===== src/rtl/mdio_pkg.sv =====
package mdio_pkg;
    localparam int ADDR_W    = 5;
    localparam int DATA_W    = 16;
    localparam int PRE_LEN   = 32;
    localparam int FRAME_LEN = PRE_LEN + 2 + 2 + 2 * ADDR_W + 2 + DATA_W;
    localparam int TA_POS    = PRE_LEN + 4 + 2 * ADDR_W;
    localparam int DATA_POS  = TA_POS + 2;
    localparam int BIT_W     = $clog2(FRAME_LEN);
    localparam int CNT_W     = 6;
    localparam int CR_W      = 3;

    localparam logic [CR_W-1:0] CR_DIV16 = 3'b010;
    localparam logic [CR_W-1:0] CR_DIV26 = 3'b011;

    function automatic logic [CNT_W-1:0] cr_to_div(input logic [CR_W-1:0] code);
        case (code)
            CR_DIV16: cr_to_div = CNT_W'(16);
            CR_DIV26: cr_to_div = CNT_W'(26);
            default:  cr_to_div = CNT_W'(42);
        endcase
    endfunction
endpackage


===== src/rtl/mdio_clk_div.sv =====
module mdio_clk_div
    import mdio_pkg::*;
(
    input  logic            clk,
    input  logic            rst_n,
    input  logic            start,
    input  logic            run,
    input  logic [CR_W-1:0] cr_code,
    output logic            mdc,
    output logic            rise,
    output logic            bit_end
);
    typedef struct packed {
        logic [CNT_W-1:0] cnt;
        logic [CNT_W-1:0] div;
    } div_state_t;

    div_state_t q, d;
    logic [CNT_W-1:0] half;

    assign half = q.div >> 1;

    always_comb begin
        d = q;
        if (start) begin
            d.cnt = '0;
            d.div = cr_to_div(cr_code);
        end else if (run) begin
            d.cnt = (q.cnt == q.div - 1'b1) ? '0 : q.cnt + 1'b1;
        end else begin
            d.cnt = '0;
        end
    end

    always_ff @(posedge clk or negedge rst_n) begin
        if (!rst_n) begin
            q.cnt <= '0;
            q.div <= CNT_W'(42);
        end else begin
            q <= d;
        end
    end

    assign mdc     = run && (q.cnt >= half);
    assign rise    = run && (q.cnt == half);
    assign bit_end = run && (q.cnt == q.div - 1'b1);

    a_r4_div_legal: assert property (@(posedge clk) disable iff (!rst_n)
        run |-> (q.div == 6'd16 || q.div == 6'd26 || q.div == 6'd42));
    a_r3_cnt_in_range: assert property (@(posedge clk) disable iff (!rst_n)
        run |-> q.cnt < q.div);
endmodule


===== src/rtl/mdio_frame_seq.sv =====
module mdio_frame_seq
    import mdio_pkg::*;
(
    input  logic              clk,
    input  logic              rst_n,
    input  logic              start,
    input  logic              run,
    input  logic [ADDR_W-1:0] phy_addr,
    input  logic [ADDR_W-1:0] reg_addr,
    input  logic              is_write,
    input  logic [DATA_W-1:0] wdata,
    input  logic              rise,
    input  logic              bit_end,
    input  logic              mdio_in,
    output logic              mdio_out,
    output logic              mdio_oe,
    output logic              done,
    output logic [DATA_W-1:0] rdata
);
    typedef struct packed {
        logic [FRAME_LEN-1:0] sh;
        logic [BIT_W-1:0]     bitn;
        logic                 wr;
        logic [DATA_W-1:0]    rx;
    } seq_state_t;

    seq_state_t q, d;

    always_comb begin
        d = q;
        if (start) begin
            d.sh   = {{PRE_LEN{1'b1}}, 2'b01, (is_write ? 2'b01 : 2'b10),
                      phy_addr, reg_addr, 2'b10, (is_write ? wdata : {DATA_W{1'b0}})};
            d.bitn = '0;
            d.wr   = is_write;
            d.rx   = '0;
        end else if (run) begin
            if (rise && !q.wr && q.bitn >= BIT_W'(DATA_POS))
                d.rx = {q.rx[DATA_W-2:0], mdio_in};
            if (bit_end) begin
                d.sh   = q.sh << 1;
                d.bitn = q.bitn + 1'b1;
            end
        end
    end

    always_ff @(posedge clk or negedge rst_n) begin
        if (!rst_n) q <= '0;
        else        q <= d;
    end

    assign mdio_oe  = run && (q.wr || q.bitn < BIT_W'(TA_POS));
    assign mdio_out = mdio_oe && q.sh[FRAME_LEN-1];
    assign done     = bit_end && (q.bitn == BIT_W'(FRAME_LEN - 1));
    assign rdata    = q.rx;

    a_r5_start_at_bit0: assert property (@(posedge clk) disable iff (!rst_n)
        start |=> (q.bitn == '0 && q.sh[FRAME_LEN-1]));
    a_r7_no_capture_on_write: assert property (@(posedge clk) disable iff (!rst_n)
        (run && q.wr && !start) |=> $stable(q.rx));
endmodule


===== src/rtl/mdio_master.sv =====
module mdio_master
    import mdio_pkg::*;
(
    input  logic        clk,
    input  logic        rst_n,
    input  logic        reg_wr,
    input  logic        reg_sel,
    input  logic [31:0] reg_wdata,
    output logic [31:0] ctrl_rdata,
    output logic [15:0] data_rdata,
    output logic        mdc,
    output logic        mdio_out,
    output logic        mdio_oe,
    input  logic        mdio_in
);
    typedef struct packed {
        logic [ADDR_W-1:0] phy;
        logic [ADDR_W-1:0] regi;
        logic [CR_W-1:0]   cr;
        logic              wr;
        logic              busy;
        logic [DATA_W-1:0] data;
    } regs_t;

    regs_t q, d;
    logic start, rise, bit_end, done;
    logic [DATA_W-1:0] rdata;
    logic unused_wdata;

    assign unused_wdata = ^{reg_wdata[31:16], reg_wdata[5]};
    assign start = reg_wr && !reg_sel && reg_wdata[0] && !q.busy;

    always_comb begin
        d = q;
        if (reg_wr && !q.busy) begin
            if (!reg_sel) begin
                d.phy  = reg_wdata[15:11];
                d.regi = reg_wdata[10:6];
                d.cr   = reg_wdata[4:2];
                d.wr   = reg_wdata[1];
                d.busy = reg_wdata[0];
            end else begin
                d.data = reg_wdata[DATA_W-1:0];
            end
        end
        if (done) begin
            d.busy = 1'b0;
            if (!q.wr) d.data = rdata;
        end
    end

    always_ff @(posedge clk or negedge rst_n) begin
        if (!rst_n) q <= '0;
        else        q <= d;
    end

    assign ctrl_rdata = {16'h0000, q.phy, q.regi, 1'b0, q.cr, q.wr, q.busy};
    assign data_rdata = q.data;

    mdio_clk_div u_div (
        .clk     (clk),
        .rst_n   (rst_n),
        .start   (start),
        .run     (q.busy),
        .cr_code (reg_wdata[4:2]),
        .mdc     (mdc),
        .rise    (rise),
        .bit_end (bit_end)
    );

    mdio_frame_seq u_seq (
        .clk      (clk),
        .rst_n    (rst_n),
        .start    (start),
        .run      (q.busy),
        .phy_addr (reg_wdata[15:11]),
        .reg_addr (reg_wdata[10:6]),
        .is_write (reg_wdata[1]),
        .wdata    (q.data),
        .rise     (rise),
        .bit_end  (bit_end),
        .mdio_in  (mdio_in),
        .mdio_out (mdio_out),
        .mdio_oe  (mdio_oe),
        .done     (done),
        .rdata    (rdata)
    );

    a_r8_busy_clears_on_done: assert property (@(posedge clk) disable iff (!rst_n)
        $fell(q.busy) |-> $past(done));
    a_r9_fields_locked: assert property (@(posedge clk) disable iff (!rst_n)
        q.busy |=> $stable({q.phy, q.regi, q.cr, q.wr}));
    a_r9_data_locked: assert property (@(posedge clk) disable iff (!rst_n)
        (q.busy && !done) |=> $stable(q.data));
    a_r10_idle_quiet: assert property (@(posedge clk) disable iff (!rst_n)
        !q.busy |-> (!mdio_oe && !mdc));
endmodule


===== config.mk =====
export PLATFORM = sky130hd
export DESIGN_NAME = mdio_master
export DESIGN_NICKNAME = d
export VERILOG_FILES = /design/src/rtl/mdio_pkg.sv /design/src/rtl/mdio_clk_div.sv /design/src/rtl/mdio_frame_seq.sv /design/src/rtl/mdio_master.sv
export SDC_FILE = /design/constraint.sdc
export NUM_CORES = 1
export LEC_CHECK = 0
export ABC_CLOCK_PERIOD_IN_PS = 4200
export BUFFER_PORTS_ARGS = -buffer_cell sky130_fd_sc_hd__buf_2
export CORE_UTILIZATION = 45
export CTS_BUF_LIST = sky130_fd_sc_hd__clkbuf_2 sky130_fd_sc_hd__clkbuf_4 sky130_fd_sc_hd__clkbuf_8
export DETAILED_ROUTE_END_ITERATION = 7
export PLACE_DENSITY = 0.65
export SLEW_MARGIN = 20
export SYNTH_ARGS = -nofsm -noshare
export SYNTH_HDL_FRONTEND = slang
export SYNTH_SLANG_ARGS = --single-unit

===== constraint.sdc =====
create_clock -name clk -period 4.2 [get_ports clk]
set_input_delay 0.21 -clock clk [delete_from_list [all_inputs] [get_ports clk]]
set_output_delay 0.21 -clock clk [all_outputs]
set_load 0.02 [all_outputs]

==> metrics.md, run 1 <==
| Metric | Value |
|---|---|
| Status | finished clean |
| R2R cell count | 7 |
| Fmax | 0.326 GHz |
| Fin cells | between 800 and 900 |
| Footprint of the multi-input gates | approximately 2500 sq um |
| GRT Resource Usage Total | 0.209 |
| Xor and xnor area share after synthesis | 0.0152 |
| Placed cells | about 780 |
| Clock sinks | about 130 |
| Total CTS buffers | 17 |
| Setup slack after layout | between 1 and 1.5 ns |
| YS warnings | 0 |
| Met2 usage in global routing | 0.329 |
| Wire per inst | ~17 um |
| Pwr dens | between 500 and 600 nW/um^2 |
| Most Crowded Layer GR | met2 |
| Initial DRC count | around 320 |
| Worst r2r dst | data_rdata[3]$_DFF_PN0_ |
| Post-CTS Setup Bufs | 0 |
| Largest family of logic cells by synthesized area | simple AND/OR/NAND/NOR gates |
| IO buf count | between 50 and 60 |
| Post-synthesis adder-cell area fraction | 0.0145 |
| Setup TNS | 0 ns |
| Cell Area, Synth | roughly 6000 sq um |
| Die footprint | roughly 14000 sq um |
| Worst slew pin tran | between 0.9 and 1 ns |
| DRT Wirelength | around 14 mm |
| Final period util | 0.731 |
| Sequential area share after synthesis | 0.528 |
| Post-synthesis mux area share | 0.0955 |
| Die X | roughly 120 um |
| Critical path type | register to register |
| Num rows | roughly 40 |
| Syn Area/Cell | 10.1 sq um |
| Pins Over Slew Limit | 0 |
| Area delta synth->final | 12.2% |
| Largest stage delay, worst path | roughly 0.82 ns |
| Final hold violations | 0 |
| Critical path capture point type | register |
| Netlist cell types | 43 |
| Post-route DRC | 0 |
| Met3 GRT Util | 0.0426 |
| Clock skew | about 0.011 ns |
| Initial Utilization | 0.470 |
| GRT Residual Overflow | 0 |
| Layout Nets | 674 |
| CTS Root Cell | clkbuf_8 |
| Most common cell after layout, fill and taps aside | dfrtp_1 |
| Worst hold stages | 2 |
| Slowest stage cell, crit path | or3_1 |
| Hold Crit Start | reg_wdata[7] |
| Worst Hold Path EP | ctrl_rdata[7]$_DFFE_PN0P_ |
| CP arrival | about 3.4 ns |
| Clock Latency Late Sink | approximately 0.45 ns |
| Core area | about 13000 sq um |
| Core Util, Final | 0.527 |
| Crit path required time | 4.53 ns |
| First-pass GRT wire length | ~23 mm |
| Mapped Cells | around 600 |
| Layout cells sized above 1 | 0.243 |
| Crit path cell chain | inv_1 -> ha_1 -> xor2_2 -> nand4_4 -> buf_4 -> or3_1 -> mux2_2 |
| Met1 global-route usage | 0.283 |
| Ant diodes | 0 |
| Routed Antenna Nets | 0 |
| DP HPWL | approximately 8.3 mm |
| EDFF count, synth | 0 |
| Final setup fails | 0 |
| Setup crit start kind | register |
| Number of synthesized register bits | around 130 |
| Commonest non-fill, non-tap cells in the layout | dfrtp_1 (124), nand3_1 (105), nand2_1 (58) |
| Fill cell count | around 1200 |
| TritonRoute pass-1 iters | 7 |
| Max-cap violations | 0 |
| RePlAce Congestion | 0.810 |
| CTS clock-pin slew for the worst setup and hold paths | 0.08 ns |
| CTS tree | built |
| Top_reg_cell synth | dfrtp_1 |
| Max Buffers Root-to-Sink | 2 |
| Register Area | roughly 3200 sq um |
| Asr flop ratio synth | 1.00 |
| Worst IR Drop VDD | about 0.00026 V |
| Vias per inst | approximately 5.6 |
| Worst R2R Start | u_div.half[2]$_DFFE_PN1P_ |
| Pin count of the biggest net entering global routing | 66 |
| Min-Delay Path Class | input port to register |
| Dpl cell area | about 6300 sq um |
| Hold Worst Slack | between 0.02 and 0.025 ns |
| Synth Area in Simple Gates | 0.171 |
| R2R setup slack | 1.13 ns |
| Initial antenna violation count | 0 |
| Die H | roughly 120 um |
| Power consumption | between 3 and 4 mW |
| Static leakage | about 3.1 nW |
| CP max FO | 55 |
| Setup repair after global routing missed its margin | no |
| Routed vias | ~4600 |
| Htree depth | 4 |
| Finished Cell Area | ~6800 sq um |
| Dpl ws | around 1.2 ns |
| Final Critical Period | ~3 ns |
| Slew margin rel. | 0.344 |
| Number of global-route vias before repair | between 4000 and 5000 |
| Synth Area in Compound Gates | 0.112 |
| I/O Pins | 88 |
critical path, delay by kind of cell, from the launching register on:
family	cells	cell delay (ns)
flip-flops	1	0.57
buffers and inverters	2	0.52
AND/OR/NAND/NOR	2	0.92
adder cells (fa/ha/maj)	1	0.33
multiplexers	1	0.42
XOR/XNOR	1	0.17
Yosys cell counts (2+ instances only):
library cell	count	area share
a21oi_1	32	0.027
a31o_2	3	0.0044
a31oi_1	19	0.020
and2_1	2	0.0021
and3_1	3	0.0031
and3b_1	2	0.0029
and4_1	2	0.0029
buf_1	6	0.0037
buf_2	7	0.0058
buf_4	18	0.022
clkbuf_1	36	0.022
dfrtp_1	125	0.52
dfstp_2	2	0.0087
ha_1	7	0.015
inv_1	5	0.0031
mux2_2	36	0.067
mux2_4	10	0.025
mux2i_1	2	0.0033
nand2_1	58	0.036
nand2b_1	2	0.0021
nand3_1	105	0.087
nand4_1	2	0.0021
nor2_1	25	0.016
nor3_1	2	0.0017
o211ai_1	11	0.014
o21ai_0	54	0.045
or3_1	2	0.0021
xnor2_1	2	0.0029
xor2_1	2	0.0029
xor2_2	2	0.0054
final cells by class:
cell class / count / share of cell area
clock buffers: 25 / 0.0472
clock inverters: 6 / 0.0155
well taps: 172 / 0.0318
flip-flops and latches: 127 / 0.471
repair buffers: 67 / 0.0555
multi-input cells: 412 / 0.376
inverters: 5 / 0.00278
cells by family after synthesis:
| kind of cell | after synthesis |
|---|---|
| xor+xnor | 7 |
| other cells | 1 |
| buf+inv | 74 |
| fa+ha+maj | 7 |
| mux | 48 |
| simple gates | 212 |
| flops | 127 |
| compound gates | 121 |
worst max path at each step:
stage / startpoint / endpoint / slack, ns
2_1_floorplan: u_div.half[2]$_DFFE_PN1P_ / data_rdata[10]$_DFF_PN0_ / 1.85
5_1_grt: u_div.half[2]$_DFFE_PN1P_ / data_rdata[3]$_DFF_PN0_ / 1.02
3_3_place_gp: u_div.half[2]$_DFFE_PN1P_ / data_rdata[0]$_DFF_PN0_ / 1.20
6_report: u_div.half[2]$_DFFE_PN1P_ / data_rdata[3]$_DFF_PN0_ / 1.13
4_1_cts: u_div.half[2]$_DFFE_PN1P_ / data_rdata[3]$_DFF_PN0_ / 1.13
3_5_place_dp: u_div.half[2]$_DFFE_PN1P_ / data_rdata[3]$_DFF_PN0_ / 1.16
flip-flops by register name, summed over array words and instances (netlist names):
signal       count
u_seq.q         71
data_rdata      16
u_seq.rdata     16
ctrl_rdata      15
u_div.q          6
u_div.half       3
power by group:
part	internal [mW]	leakage, nW	total (mW)	switching (mW)
combinational	0.337	1.46	0.773	0.437
sequential	1.54	1.43	1.73	0.189
clock	0.671	0.224	1.14	0.467
total	2.55	3.11	3.64	1.09
what timing repair did:
item                                   4_1_cts  5_1_grt
hold buffers                                 2        0
endpoints found under the hold margin       62        0
gates resized for setup                      0        0
metal layers:
metal | part of all wire | up-vias | wire (um)
met3 | 0.039 | 22 | 530
met5 | 0 | - | 0
li1 | - | 2129 | -
met2 | 0.48 | 121 | 6570
met1 | 0.47 | 2313 | 6370
met4 | 0.015 | 0 | 211
Note: power is estimated with default switching activity, not from simulation.
==> run 2, diff against run 1 <==
--- a/config.mk
+++ b/config.mk
@@ -5,12 +5,13 @@
 export SDC_FILE = /design/constraint.sdc
 export NUM_CORES = 1
 export LEC_CHECK = 0
-export ABC_CLOCK_PERIOD_IN_PS = 4200
+export ABC_AREA = 1
+export ABC_CLOCK_PERIOD_IN_PS = 2700
 export BUFFER_PORTS_ARGS = -buffer_cell sky130_fd_sc_hd__buf_2
 export CORE_UTILIZATION = 45
 export CTS_BUF_LIST = sky130_fd_sc_hd__clkbuf_2 sky130_fd_sc_hd__clkbuf_4 sky130_fd_sc_hd__clkbuf_8
 export DETAILED_ROUTE_END_ITERATION = 7
-export PLACE_DENSITY = 0.65
+export PLACE_DENSITY = 0.67
 export SLEW_MARGIN = 20
 export SYNTH_ARGS = -nofsm -noshare
 export SYNTH_HDL_FRONTEND = slang
==> constraint.sdc (replaced) <==
create_clock -name clk -period 2.7 [get_ports clk]
set_input_delay 0.135 -clock clk [delete_from_list [all_inputs] [get_ports clk]]
set_output_delay 0.135 -clock clk [all_outputs]
set_load 0.02 [all_outputs]
==> run 2 against run 1 <==
Against the previous run:
- sequential power rose by 49%
- global-route usage fell by 0.13 points
- setup slack got worse by 0.68 ns
- final area rose by 6.8%
- routed wire length rose by 0.69%
- critical path type unchanged
- largest power group unchanged
==> metrics.md, run 2 <==
| Metric | Value |
|---|---|
| Core area | 13900 sq um |
| Status | finished clean |
| Ant diodes | 0 |
| Synth Area in Simple Gates | 0.344 |
| Yosys top cell by area | dfrtp_1 |
| GRT Residual Overflow | 0 |
| Synth cell count leaders | nand2_1 (384), dfrtp_1 (125), nand3_1 (77), inv_1 (59), o21ai_0 (50) |
| Critical path capture point type | register |
| Fmax | 0.444 GHz |
| Biggest register | u_seq.q |
| Wire per inst | ~13 um |
| Post-synthesis adder-cell area fraction | 0.0136 |
| Routed vias | approximately 5300 |
| RePlAce Congestion | 0.813 |
| Pwr dens | about 750 nW/um^2 |
| Min-Delay Path Class | input port to register |
| Worst r2r dst | u_div.half[2]$_DFFE_PN1P_ |
| Crit path cell chain | nor2_4 -> nand3_4 -> inv_1 -> buf_4 -> o31ai_1 -> dlygate4sd3_1 -> o21ai_0 |
| Share of the synthesized area in the top cell type | 0.486 |
| CP max FO | 35 |
| Commonest non-fill, non-tap cells in the layout | nand2_1 (384), dfrtp_1 (125), nand3_1 (77) |
| Crit path required time | between 3 and 4 ns |
| Syn Area/Cell | between 7 and 8 sq um |
| CTS clock-pin slew for the worst setup and hold paths | 0.07 ns |
| Number of global-route vias before repair | between 4000 and 5000 |
| Finished Cell Area | around 7200 sq um |
| Clock Latency Late Sink | 0.44 ns |
| IO buf count | 54 |
| Synth Area in Compound Gates | 0.0466 |
| CP arrival | approximately 2.6 ns |
| Top_reg_cell synth | dfrtp_1 |
| First-pass GRT wire length | about 24 mm |
| Critical path type | register to register |
| Final hold violations | 0 |
| Num rows | 43 |
| Static leakage | just over 4 nW |
| Final setup fails | 0 |
| CTS Root Cell | clkbuf_8 |
| DP HPWL | between 9 and 10 mm |
| Clock sinks | 127 |
| DRT Wirelength | between 10 and 15 mm |
| Layout Nets | about 950 |
| Area delta synth->final | 12.1% |
| Slew margin rel. | 0.398 |
| Cell Area, Synth | approximately 6400 sq um |
| YS warnings | 0 |
| Dpl cell area | roughly 6800 sq um |
| R2R cell count | 7 |
| Most common cell in the netlist | nand2_1 |
| Worst Path Buf+Inv | 3 |
| Asr flop ratio synth | 1.00 |
| Pin count of the biggest net entering global routing | 67 |
| Die X | roughly 120 um |
| Htree depth | 4 |
| Final period util | 0.833 |
| Die footprint | 14800 sq um |
| Setup TNS | 0 ns |
| Worst IR Drop VDD | a little under 0.0004 V |
| Netlist cell types | 34 |
| Number of synthesized register bits | approximately 130 |
| Crit-path leading delay family | buffers and inverters |
| Max-cap violations | 0 |
| Initial DRC count | 305 |
| Layout cells sized above 1 | 0.145 |
| Vias per inst | 4.81 |
| Largest family of logic cells by synthesized area | simple AND/OR/NAND/NOR gates |
| R2R setup slack | about 0.45 ns |
| Worst slew pin tran | approximately 0.9 ns |
| Routed Antenna Nets | 0 |
| Post-route DRC | 0 |
| Sequential area share after synthesis | 0.494 |
| Xor and xnor area share after synthesis | 0.00816 |
| Total CTS buffers | 17 |
| I/O Pins | between 80 and 90 |
| Dpl ws | about 0.51 ns |
| GRT Resource Usage Total | 0.207 |
| Setup repair after global routing missed its margin | no |
| Mapped Cells | roughly 850 |
| Initial Utilization | 0.462 |
| Post-synthesis mux area share | 0 |
| Initial antenna violation count | 0 |
| Pins Over Slew Limit | 0 |
| Ranking of synthesized cells by area | dfrtp_1 (49%), nand2_1 (22%), nand3_1 (6.0%) |
| Largest stage delay, worst path | between 0.5 and 0.6 ns |
| Setup crit start kind | register |
| Final Critical Period | between 2 and 2.5 ns |
| Critical path depth | 7 |
| Max Buffers Root-to-Sink | 2 |
| TritonRoute pass-1 iters | 5 |
| Worst R2R Start | ctrl_rdata[0]$_DFFE_PN0P_ |
| Slowest stage cell, crit path | dlygate4sd3_1 |
| Worst Hold Path EP | ctrl_rdata[15]$_DFFE_PN0P_ |
| Hold Crit Start | reg_wdata[15] |
| Most common cell after layout, fill and taps aside | nand2_1 |
| Worst hold stages | 3 |
| Die H | around 120 um |
| EDFF count, synth | 0 |
| Setup slack after layout | approximately 0.45 ns |
| Clock skew | a little under 0.01 ns |
| CTS tree | built |
| Largest register FFs | 71 |
==> run 2: area by class of cell <==
class	instances	area (sq um)
multi-input cells	620	2730
clock inverters	7	62.6
clock buffers	24	299
inverters	60	225
well taps	180	225
fillers	1344	6720
repair buffers	78	495
flip-flops and latches	127	3180
==> run 2: worst min-delay path, delay by kind of cell <==
| kind | cells | cell delay (ns) |
|---|---|---|
| buffers and inverters | 2 | 0.15 |
| AO/OA/AOI/OAI | 1 | 0.15 |
==> run 2: kinds of logic after synthesis <==
| kind of cell | count (synthesis) |
|---|---|
| buffers and inverters | 122 |
| AOI/OAI and AO/OA | 58 |
| other | 1 |
| xor gates and xnor gates | 6 |
| adders and majority gates | 7 |
| and+or+nand+nor | 532 |
| DFF | 127 |
==> run 2: power by group <==
group          leakage [nW]  internal (mW)  switching [mW]
sequential             1.65           2.32           0.261
clock                 0.193          0.813           0.719
combinational          2.22          0.558           0.730
==> run 2: how the worst max path moves through the flow <==
| stage | slack [ns] | to | startpoint |
|---|---|---|---|
| after floorplan | 0.81 | u_seq.q[20]$_DFFE_PN0P_ | u_div.half[2]$_DFFE_PN1P_ |
| after detailed placement | 0.51 | u_seq.q[49]$_DFFE_PN0P_ | u_div.half[2]$_DFFE_PN1P_ |
| final | 0.45 | u_div.half[2]$_DFFE_PN1P_ | ctrl_rdata[0]$_DFFE_PN0P_ |
| after CTS | 0.40 | mdc | u_div.half[2]$_DFFE_PN1P_ |
| after global routing | 0.24 | u_div.half[2]$_DFFE_PN1P_ | ctrl_rdata[0]$_DFFE_PN0P_ |
| after global placement | 0.51 | u_seq.q[34]$_DFFE_PN0P_ | u_div.half[2]$_DFFE_PN1P_ |
==> run 2: timing repair <==
action,in CTS,in global routing
hold buffers,7,0
hold endpoints to repair,43,0
setup buffers,0,0
resized for setup,0,0
==> run 2: layer usage <==
| metal | GRT usage | wire length [um] |
|---|---|---|
| met3 | 0.0435 | 550 |
| met5 | 0 | 0 |
| met2 | 0.313 | 6440 |
| met1 | 0.290 | 6470 |
| met4 | 0.0872 | 311 |
==> run 2: per-stage QoR <==
| stage | utilization | hold slack [ns] | std cells | power, mW |
|---|---|---|---|---|
| 3_3_place_gp | 0.487 | 0.151 | 1058 | 3.85 |
| 3_5_place_dp | 0.487 | 0.151 | 1058 | 3.91 |
| 2_1_floorplan | - | -0.161 | 869 | 3.59 |
| 6_report | 0.518 | 0.0289 | 1096 | 5.40 |
| 4_1_cts | 0.518 | 0.00482 | 1096 | 5.46 |
| 5_1_grt | 0.518 | 0.0200 | 1096 | 5.78 |
==> run 3, diff against run 2 <==
--- a/config.mk
+++ b/config.mk
@@ -6,7 +6,7 @@
 export NUM_CORES = 1
 export LEC_CHECK = 0
 export ABC_AREA = 1
-export ABC_CLOCK_PERIOD_IN_PS = 2700
+export ABC_CLOCK_PERIOD_IN_PS = 1950
 export BUFFER_PORTS_ARGS = -buffer_cell sky130_fd_sc_hd__buf_2
 export CORE_UTILIZATION = 45
 export CTS_BUF_LIST = sky130_fd_sc_hd__clkbuf_2 sky130_fd_sc_hd__clkbuf_4 sky130_fd_sc_hd__clkbuf_8
==> constraint.sdc (replaced) <==
create_clock -name clk -period 1.95 [get_ports clk]
set_input_delay 0.0975 -clock clk [delete_from_list [all_inputs] [get_ports clk]]
set_output_delay 0.0975 -clock clk [all_outputs]
set_load 0.02 [all_outputs]
==> run 3 against run 2 <==
Against the previous run:
- routed wire length grew 21%
- setup slack lost 0.66 ns
- non-clock buffer count rose by 41
- clock-buffer cell count is 6 lower
- via count up 8.0%
- die area is the same
- the flow now finishes with violations (setup timing)
- first-iteration DRC count grew 6.6%
- critical path depth is 7 higher
- global-route usage up 2.1 points
- combinational power up 120%
==> metrics.md, run 3 (synthesis results as in run 2) <==
| Metric | Value |
|---|---|
| DRT Wirelength | ~17 mm |
| Critical path type | register to register |
| Worst slew pin tran | between 0.7 and 0.8 ns |
| Worst IR Drop VDD | 0.000749 V |
| Failing checks | setup timing |
| Number of global-route vias before repair | roughly 5200 |
| Initial antenna violation count | 0 |
| Wire per inst | between 10 and 15 um |
| Vias per inst | roughly 5 |
| Largest stage delay, worst path | 0.54 ns |
| Final period util | 1.11 |
| Static leakage | around 5 nW |
| GRT Resource Usage Total | 0.228 |
| Setup TNS | -12.15 ns |
| IO buf count | between 50 and 60 |
| Slowest stage cell, crit path | dfstp_2 |
| CTS tree | built |
| Initial DRC count | 325 |
| Critical path capture point type | register |
| CP max FO | 7 |
| Clock skew | around 0.012 ns |
| Pwr dens | 1050 nW/um^2 |
| Crit path required time | ~2.3 ns |
| Status | finished with violations |
| Min-Delay Path Class | input port to register |
| Largest register FFs | 71 |
| GRT Residual Overflow | 0 |
| Setup slack after layout | -0.206 ns |
| Core area | approximately 14000 sq um |
| Setup crit start kind | register |
| Clock Latency Late Sink | ~0.46 ns |
| Routed Antenna Nets | 0 |
| Initial Utilization | 0.462 |
| Fmax | between 0.4 and 0.5 GHz |
| Pin count of the biggest net entering global routing | 59 |
| CTS Root Cell | clkbuf_8 |
| Routed vias | between 5000 and 6000 |
| Core Util, Final | 0.626 |
| Slew margin rel. | 0.507 |
| Hold Worst Slack | about 0.029 ns |
| Crit-path most repeated cell | nand2_2 |
| Htree depth | 4 |
| Worst Path Buf+Inv | 5 |
| TritonRoute pass-1 iters | 5 |
| First-pass GRT wire length | around 26 mm |
| Fin cells | between 1000 and 1500 |
| RePlAce Congestion | between 0.8 and 0.9 |
| Setup repair after global routing missed its margin | yes |
| Pins Over Slew Limit | 0 |
| Commonest non-fill, non-tap cells in the layout | nand2_1 (286), dfrtp_1 (125), nand2_2 (66) |
| Die X | about 120 um |
| Crit path cell chain | inv_2 -> buf_6 -> ha_4 -> nand2_2 -> nand2_2 -> nand2_2 -> nor2_4 -> nand3_4 -> buf_12 -> nand2_8 -> buf_6 -> buf_12 -> nand2_4 -> nand2_2 |
| Ant diodes | 0 |
| Most common cell after layout, fill and taps aside | nand2_1 |
| Crit-path leading delay family | simple AND/OR/NAND/NOR gates |
| Total CTS buffers | 17 |
| Final Critical Period | between 2 and 2.5 ns |
| Die H | about 120 um |
| Layout Nets | 989 |
| Max Buffers Root-to-Sink | 2 |
| I/O Pins | 88 |
| Clock sinks | 127 |
| Max-cap violations | 0 |
| Die footprint | 14800 sq um |
| Post-route DRC | 0 |
| DP HPWL | between 9 and 10 mm |
| Num rows | 43 |
| Final hold violations | 0 |
| Final setup fails | just under 90 |
| Area delta synth->final | 35.6% |
| Placed cells | ~1100 |
| Biggest register | u_seq.q |
| CP arrival | between 2 and 3 ns |
| CTS clock-pin slew for the worst setup and hold paths | around 0.08 ns |
| Layout cells sized above 1 | 0.327 |
## run 3: where the power goes
part	leakage [nW]	switching (mW)	internal (mW)
logic	3.07	1.49	1.34
registers	1.65	0.482	3.21
clock network	0.217	1.11	1.55
## run 3: worst paths after layout
kind | startpoint | endpoint | slack (ns) | cells past startpoint
worst max-delay path | u_div.half[2]$_DFFE_PN1P_ | u_seq.q[41]$_DFFE_PN0P_ | -0.21 | 14
worst min-delay path | reg_wdata[1] | ctrl_rdata[1]$_DFFE_PN0P_ | 0.03 | 3
worst max register to register | u_div.half[2]$_DFFE_PN1P_ | u_seq.q[41]$_DFFE_PN0P_ | -0.21 | 14
worst min register to register | ctrl_rdata[13]$_DFFE_PN0P_ | ctrl_rdata[13]$_DFFE_PN0P_ | 0.49 | 2
max in group asynchronous | rst_n | u_seq.q[66]$_DFFE_PN0P_ | 1.14 | 3
min in group asynchronous | rst_n | data_rdata[10]$_DFF_PN0_ | 0.20 | 2
## run 3: repair_timing
action	in CTS	in global routing
pin swaps	8	31
cloned	8	5
buffers inserted	15	6
endpoints found under the setup margin	75	107
gates resized for setup	43	206
endpoints found under the hold margin	54	0
hold buffers	15	0
## run 3: through the flow
stage	worst slack [ns]	power [mW]	cell area, sq um
detailed placement	-0.0323	5.43	6920
finish	-0.206	9.19	8730
global route	-0.286	9.68	8730
CTS	-0.183	8.60	8040
floorplan	0.0577	4.98	6500
global placement	-0.00405	5.38	6920
## run 3: layout make-up
type                    instances  area [sq um]
flip-flops and latches        127          3180
clock inverters                14           215
fillers                      1131          5200
multi-input cells             620          3400
well taps                     180           225
clock buffers                  18           248
repair buffers                119          1220
inverters                      60           240
## run 3: worst reg2reg max path: cells and delay by family (launching register included)
kind | cells | cell delay (ns)
AND/OR/NAND/NOR | 8 | 0.64
buffers and inverters | 5 | 0.64
flip-flops | 1 | 0.54
adder cells (fa/ha/maj) | 1 | 0.27
## run 3: routing by layer
metal  wire length (um)  vias to the layer above  global-route usage
met5                  0                        -                   0
met4                342                        0              0.0980
met3                524                       27              0.0393
met2               8330                      110               0.357
met1               7500                     2750               0.313
li1                   -                     2809                   -
